$ cat src/rtl/oc_timer_pkg.sv
package oc_timer_pkg;
  typedef enum logic [1:0] {
    OC_INVERT  = 2'd0,
    OC_FORCE_H = 2'd1,
    OC_FORCE_L = 2'd2
  } oc_mode_e;

  function automatic oc_mode_e oc_next_mode(input oc_mode_e m);
    case (m)
      OC_INVERT:  return OC_FORCE_H;
      OC_FORCE_H: return OC_FORCE_L;
      default:    return OC_INVERT;
    endcase
  endfunction
endpackage

$ cat src/rtl/oc_prescaler.sv
module oc_prescaler #(
  parameter int PSC_W = 16
) (
  input  logic             clk,
  input  logic             rst,
  input  logic             en,
  input  logic [PSC_W-1:0] psc_lim,
  output logic             tick
);
  logic [PSC_W-1:0] div_q;

  assign tick = en && (div_q == psc_lim);

  always_ff @(posedge clk) begin
    if (rst) begin
      div_q <= '0;
    end else if (en) begin
      div_q <= tick ? '0 : div_q + 1'b1;
    end
  end
endmodule

$ cat src/rtl/oc_counter.sv
module oc_counter #(
  parameter int CNT_W = 16,
  parameter int PSC_W = 16
) (
  input  logic             clk,
  input  logic             rst,
  input  logic             tick,
  input  logic [PSC_W-1:0] psc_in,
  input  logic [CNT_W-1:0] arr_in,
  input  logic [CNT_W-1:0] cmp_in,
  output logic [CNT_W-1:0] cnt,
  output logic [PSC_W-1:0] psc_sh,
  output logic [CNT_W-1:0] arr_sh,
  output logic [CNT_W-1:0] cmp_sh,
  output logic             wrap
);
  assign wrap = tick && (cnt == arr_sh);

  always_ff @(posedge clk) begin
    if (rst) begin
      cnt    <= '0;
      psc_sh <= '0;
      arr_sh <= '0;
      cmp_sh <= '0;
    end else if (tick) begin
      cnt <= wrap ? '0 : cnt + 1'b1;
      if (wrap) begin
        psc_sh <= psc_in;
        arr_sh <= arr_in;
        cmp_sh <= cmp_in;
      end
    end
  end
endmodule

$ cat src/rtl/oc_channel.sv
module oc_channel
  import oc_timer_pkg::*;
#(
  parameter int CNT_W = 16
) (
  input  logic             clk,
  input  logic             rst,
  input  logic             tick,
  input  logic [CNT_W-1:0] cnt,
  input  logic [CNT_W-1:0] cmp_sh,
  input  logic             mode_step,
  output logic             match_ev,
  output oc_mode_e         mode,
  output logic             oc_out,
  output logic             match_pulse
);
  assign match_ev = tick && (cnt == cmp_sh);

  always_ff @(posedge clk) begin
    if (rst) begin
      oc_out      <= 1'b0;
      match_pulse <= 1'b0;
      mode        <= OC_INVERT;
    end else begin
      match_pulse <= match_ev;
      if (match_ev) begin
        case (mode)
          OC_INVERT:  oc_out <= ~oc_out;
          OC_FORCE_H: oc_out <= 1'b1;
          default:    oc_out <= 1'b0;
        endcase
      end
      if (mode_step) mode <= oc_next_mode(mode);
    end
  end
endmodule

$ cat src/rtl/oc_timer.sv
module oc_timer
  import oc_timer_pkg::*;
#(
  parameter int PSC_W = 16,
  parameter int CNT_W = 16
) (
  input  logic             clk,
  input  logic             rst,
  input  logic             en,
  input  logic [PSC_W-1:0] psc_in,
  input  logic [CNT_W-1:0] arr_in,
  input  logic [CNT_W-1:0] cmp_in,
  input  logic             mode_step,
  output logic             oc_out,
  output logic             upd_pulse,
  output logic             match_pulse
);
  logic             tick;
  logic             wrap;
  logic             match_ev;
  logic [CNT_W-1:0] cnt;
  logic [PSC_W-1:0] psc_sh;
  logic [CNT_W-1:0] arr_sh;
  logic [CNT_W-1:0] cmp_sh;
  oc_mode_e         mode;

  oc_prescaler #(.PSC_W(PSC_W)) u_psc (
    .clk(clk), .rst(rst), .en(en), .psc_lim(psc_sh), .tick(tick)
  );

  oc_counter #(.CNT_W(CNT_W), .PSC_W(PSC_W)) u_cnt (
    .clk(clk), .rst(rst), .tick(tick),
    .psc_in(psc_in), .arr_in(arr_in), .cmp_in(cmp_in),
    .cnt(cnt), .psc_sh(psc_sh), .arr_sh(arr_sh), .cmp_sh(cmp_sh),
    .wrap(wrap)
  );

  oc_channel #(.CNT_W(CNT_W)) u_ch (
    .clk(clk), .rst(rst), .tick(tick), .cnt(cnt), .cmp_sh(cmp_sh),
    .mode_step(mode_step), .match_ev(match_ev), .mode(mode),
    .oc_out(oc_out), .match_pulse(match_pulse)
  );

  always_ff @(posedge clk) begin
    if (rst) upd_pulse <= 1'b0;
    else     upd_pulse <= wrap;
  end
endmodule

$ cat config.mk
export PLATFORM = sky130hd
export DESIGN_NAME = oc_timer
export DESIGN_NICKNAME = d
export VERILOG_FILES = /design/src/rtl/oc_timer_pkg.sv /design/src/rtl/oc_prescaler.sv /design/src/rtl/oc_counter.sv /design/src/rtl/oc_channel.sv /design/src/rtl/oc_timer.sv
export SDC_FILE = /design/constraint.sdc
export NUM_CORES = 1
export LEC_CHECK = 0
export CELL_PAD_IN_SITES_DETAIL_PLACEMENT = 0
export CELL_PAD_IN_SITES_GLOBAL_PLACEMENT = 1
export CORE_MARGIN = 4
export CORE_UTILIZATION = 37
export CTS_CLUSTER_SIZE = 28
export DETAILED_ROUTE_END_ITERATION = 10
export PLACE_DENSITY = 0.83
export REMOVE_ABC_BUFFERS = 1
export SLEW_MARGIN = 20
export SYNTH_ARGS = -nofsm -noshare
export SYNTH_HDL_FRONTEND = slang
export SYNTH_HIERARCHICAL = 1
export SYNTH_SLANG_ARGS = --single-unit
$ cat constraint.sdc
create_clock -name clk -period 2.2 [get_ports clk]
set_input_delay 0.44 -clock clk [delete_from_list [all_inputs] [get_ports clk]]
set_output_delay 0.44 -clock clk [all_outputs]
set_load 0.03 [all_outputs]
Yosys cells after proc, flatten, opt, wreduce, memory -nomap -nowiden
Index checks and enable logic that the tools add are counted.
- register bits after elaboration: 85
- input bits: 52
- logic and storage cells: 25
- output and inout port bits: 3
- mux-type cells: 4
- eq/ne operators: 4
- add/subtract/negate cells: 2
- reductions and logical operators: 5
- bitwise logic cells: 1
- operators with widths (cell ; count):
    16-bit == test ; 3
    16-bit by 1-bit adder with 16-bit output, second input constant ; 2
    16-bit 2-to-1 mux ; 2
    2-bit one-hot mux with 2 select lines ; 1
    1-bit logical AND ; 3
    2-bit by 1-bit == test with 1-bit output, second input constant ; 1
    2-bit zero test ; 1
    1-bit one-hot mux with 2 select lines ; 1
    2-bit AND reduction ; 1
    1-bit NOT ; 1

Logic depth before layout (Yosys ltp)
- depth in word-level cells: 4
- gate-level depth with buffers: 11
- mapped depth without buffers: 9

Cells and area by module
The synthesis kept the hierarchy.
- modules (own cells, without submodules) (module ; instances ; cells an instance ; area each (um^2)):
    oc_counter ; 1 ; 328 ; 2761.4
    oc_prescaler ; 1 ; 110 ; 979.7
    oc_channel ; 1 ; 40 ; 326.6
    oc_timer ; 1 ; 2 ; 33.8

Worst setup path after synthesis
OpenSTA, ideal clock, no wires.
- path kind: register to register
- start: register u_psc.div_q[2]
- end: register u_cnt.psc_sh[10]
- slack: -204 ps
- stages on the path, launching flop included: 12
- arrival time: 2334 ps
- required time: 2130 ps
- library setup time: 70 ps
- path buffers: 3
- path through: dfxtp_1 buf_2 xor2_1 nor4_1 nand2_1 nor3_1 nand2_1 nor2_1 buf_2 clkbuf_1 nand3_1 a21oi_1
- longest elaborated chain between the ends: 4
- ends and longest elaborated chain (item ; line ; source):
    from (decl) ; oc_prescaler.sv:10 ; logic [PSC_W-1:0] div_q;
    from (signal assigned) ; oc_prescaler.sv:18 ; div_q <= tick ? '0 : div_q + 1'b1;
    16-bit == test (*) ; oc_prescaler.sv:12 ; assign tick = en && (div_q == psc_lim);
    1-bit logical AND (*) ; oc_prescaler.sv:12 ;
    named net tick ; oc_timer.sv:18 ; logic tick;
    1-bit logical AND ; oc_counter.sv:17 ; assign wrap = tick && (cnt == arr_sh);
    2-bit AND reduction (no line) (*) ; - ;
    to (signal assigned) ; oc_counter.sv:28 ; psc_sh <= psc_in;
    to (decl) ; oc_counter.sv:12 ; output logic [PSC_W-1:0] psc_sh,
Mark *: on every way through the listed nets, which the timed path passes. The rest lies on a longest branch.
A chain may end at the register's enable or synchronous reset.

Final worst setup path
- start: register u_psc.div_q[14]
- end: register u_ch.oc_out
- longest elaborated chain between the ends: 3
- ends and longest elaborated chain (item ; line ; source):
    16-bit == test ; oc_prescaler.sv:12 ;
    1-bit logical AND ; oc_prescaler.sv:12 ;
    named net tick ; oc_timer.sv:18 ;
    1-bit logical AND ; oc_channel.sv:17 ; assign match_ev = tick && (cnt == cmp_sh);
    to (signal assigned) ; oc_channel.sv:28 ; OC_INVERT: oc_out <= ~oc_out;
    to (decl) ; oc_channel.sv:14 ; output logic oc_out,
The timed path passes the listed nets, and every way through them passes these cells.

==> out/metrics.cfg <==
[timing]
hold_violations_final=0
period_needed_ns=2.16
hold_slack_ns=0.452
timing.final.max_slew_violations=0
worst_slew_pin_slew_ns=0.355
clock.fmax_ghz=0.463
setup_viol_count_final=0
finalCritPeriodShare=0.981
finalClockSkew_ns=0.0131
post-route-worst-setup-slack_ns=0.0408
grt_setup_unrepaired=yes
timing.slew.headroom=0.761

[finish]
antenna_cells=0
util_after_layout=0.496
layout.nets=609
syn_to_final_growth_pct=31.2
layout.cells.most_common=sky130_fd_sc_hd__dfxtp_1
final_layout_size_suffix_gt1_frac=0.161
layout.cells.most_common_list=sky130_fd_sc_hd__dfxtp_1, sky130_fd_sc_hd__nand3_1, sky130_fd_sc_hd__clkdlybuf4s50_1

[clock_tree]
clock-sinks=85
cts_tree=done
hold_buffers=0
number_of_buffers_on_the_longest_clock_path=2
cts-root-buf=sky130_fd_sc_hd__clkbuf_8
htree_levels=3
numCtsBuffers=9
clk_pin_slew_worst_paths_ns=0.08
clock_latency_ns=0.35

[power_and_ir_drop]
power.internal_mw=4.58
power-per-cell-area_nw_per_um2=1620
power.share.switching=0.475
p_comb_frac=0.650
irDropWorstVdd_mv=1.28
cellLeakagePower_nw=1.95
seq_power_share=0.238
net-switching-power_mw=4.15
pwr-share-clk=0.112

[worst_setup_path]
critical_path_peak_fanout=6
endpoint_kind=flop
r2r_start=u_psc/div_q[14]$_SDFFE_PP0P_
cpMaxStageDelayCell=sky130_fd_sc_hd__or4b_4
slowest_stage_delay_cp_ns=0.48
worst-endpoint-arrival_ns=2.45
timing_worst_setup_path_type=reg -> reg
ff2ff_path_depth=9
timing.reg2reg.setup_slack_ns=0.04
worst_ep_required_time_ns=2.49
crit_path_cell_trace=xor2_1, nor4_1, nand2_1, nor3_2, buf_4, buf_4, nand2_1, or4b_4, a21oi_2
rr_endpoint=u_ch/oc_out$_SDFFE_PP0P_
worst_setup_path_start_kind=flop

[drt]
via_count=3690
finalWirelength_um=10700
wl_cell_um=15.3
avgViaCountPerCell=5.28
ant_nets=0
final_routed_drc_violation_total=0
first_iter_violations=211
total_iterations_of_the_first_detailed_routing_run=5

[flow_run]
max_cap_violations=0

[synthesis]
post_synth_instance_area_um2=4100
ys_warn_count=6
synth_cells=479
syn_area_per_cell_um2=8.55

[min_path]
holdCritPathClass=in -> reg
holdCritStartpoint=rst
holdPathStages=2
min_to=u_cnt/psc_sh[6]$_SDFFE_PP0P_

[run_status]
status=finished, final reports clean

[floorplan]
placementRows=38
floorplan.io_pins=55
area_of_the_core_um2=10800
area_of_the_die_um2=12800
fp.dieH_um=113
floorplan.die.width_um=113
start_util=0.378

[placed_design]
dpl_worst_slack_ns=-0.201
place.gp.congestion=0.940
port-buffer-count=54
detailedPlacementHpwl_um=7260

[global_routing]
antenna_violations_before_repair=0
globalRouteOverflowTotal=0
pin_count_of_the_biggest_net_entering_global_routing=75
overall_global_routing_resource_usage=0.164
first_global_vias=3770
grt_first_pass_wirelength_um=17300

==> what timing repair did <==
action | CTS | global route
resized for setup | 4 | 17
buffers inserted | 0 | 4
cloned | 0 | 3
endpoints found under the setup margin | 7 | 65
pin swaps | 2 | 6
hold endpoints to repair | 0 | 0
==> metal layers <==
metal  wire [µm]  vias up  global-route usage
li1            -     1844                   -
met1        4760     1758               0.196
met2        5370       68               0.291
met3         358       20              0.0396
met4         197        0              0.0481
met5           0        -                   0
==> power by group through the flow <==
stage	clock network [mW]	registers [mW]	logic (mW)
detailed placement	0	2.11	5.06
floorplan	0	2.11	2.10
CTS	1.00	2.08	5.09
global placement	0	2.11	4.94
global route	1.05	2.12	6.19
finish	0.979	2.08	5.67
==> through the flow <==
stage	area, µm²	total power, mW	instances	TNS, ns
floorplan	3890	4.20	442	-166.27
global placement	5000	7.05	678	-0.0462
detailed placement	5000	7.17	678	-0.427
CTS	5190	8.17	693	0
global route	5370	9.36	699	-2.31
finish	5370	8.73	699	0
==> final cells by class <==
class / count / area (µm²)
fillers: 1036 / 5470
multi-input cells: 355 / 2280
flip-flops and latches: 85 / 1710
repair buffers: 102 / 1040
well taps: 140 / 175
clock buffers: 11 / 141
clock inverters: 4 / 25.0
inverters: 2 / 7.51
==> worst max-delay path by stage <==
stage,start,endpoint,slack (ns)
after floorplan,u_psc/div_q[7]$_SDFFE_PP0P_,u_cnt/cnt[10]$_SDFFE_PP0P_,-2.87
after global placement,en,u_cnt/cnt[15]$_SDFFE_PP0P_,-0.05
after detailed placement,en,u_cnt/cnt[15]$_SDFFE_PP0P_,-0.20
after CTS,u_psc/div_q[14]$_SDFFE_PP0P_,u_ch/oc_out$_SDFFE_PP0P_,0.02
after global routing,u_psc/div_q[14]$_SDFFE_PP0P_,u_cnt/cnt[14]$_SDFFE_PP0P_,-0.09
final,u_psc/div_q[14]$_SDFFE_PP0P_,u_ch/oc_out$_SDFFE_PP0P_,0.04
==> worst max-delay path, delay by kind of cell (launching register included) <==
family,cells,cell delay [ns]
AO/OA/AOI/OAI,1,0.13
XOR/XNOR,1,0.21
buffers and inverters,2,0.29
flip-flops,1,0.35
AND/OR/NAND/NOR,5,1.11
==> registers in the layout (all words and copies together) (netlist names) <==
| register | flops |
|---|---|
| u_psc/div_q | 16 |
| u_ch/match_pulse | 1 |
| u_cnt/cmp_sh | 16 |
| u_ch/mode | 2 |
| upd_pulse | 1 |
| u_cnt/psc_sh | 16 |
| u_cnt/cnt | 16 |
| u_ch/oc_out | 1 |
| u_cnt/arr_sh | 16 |
(Power assumes the default switching activity.)
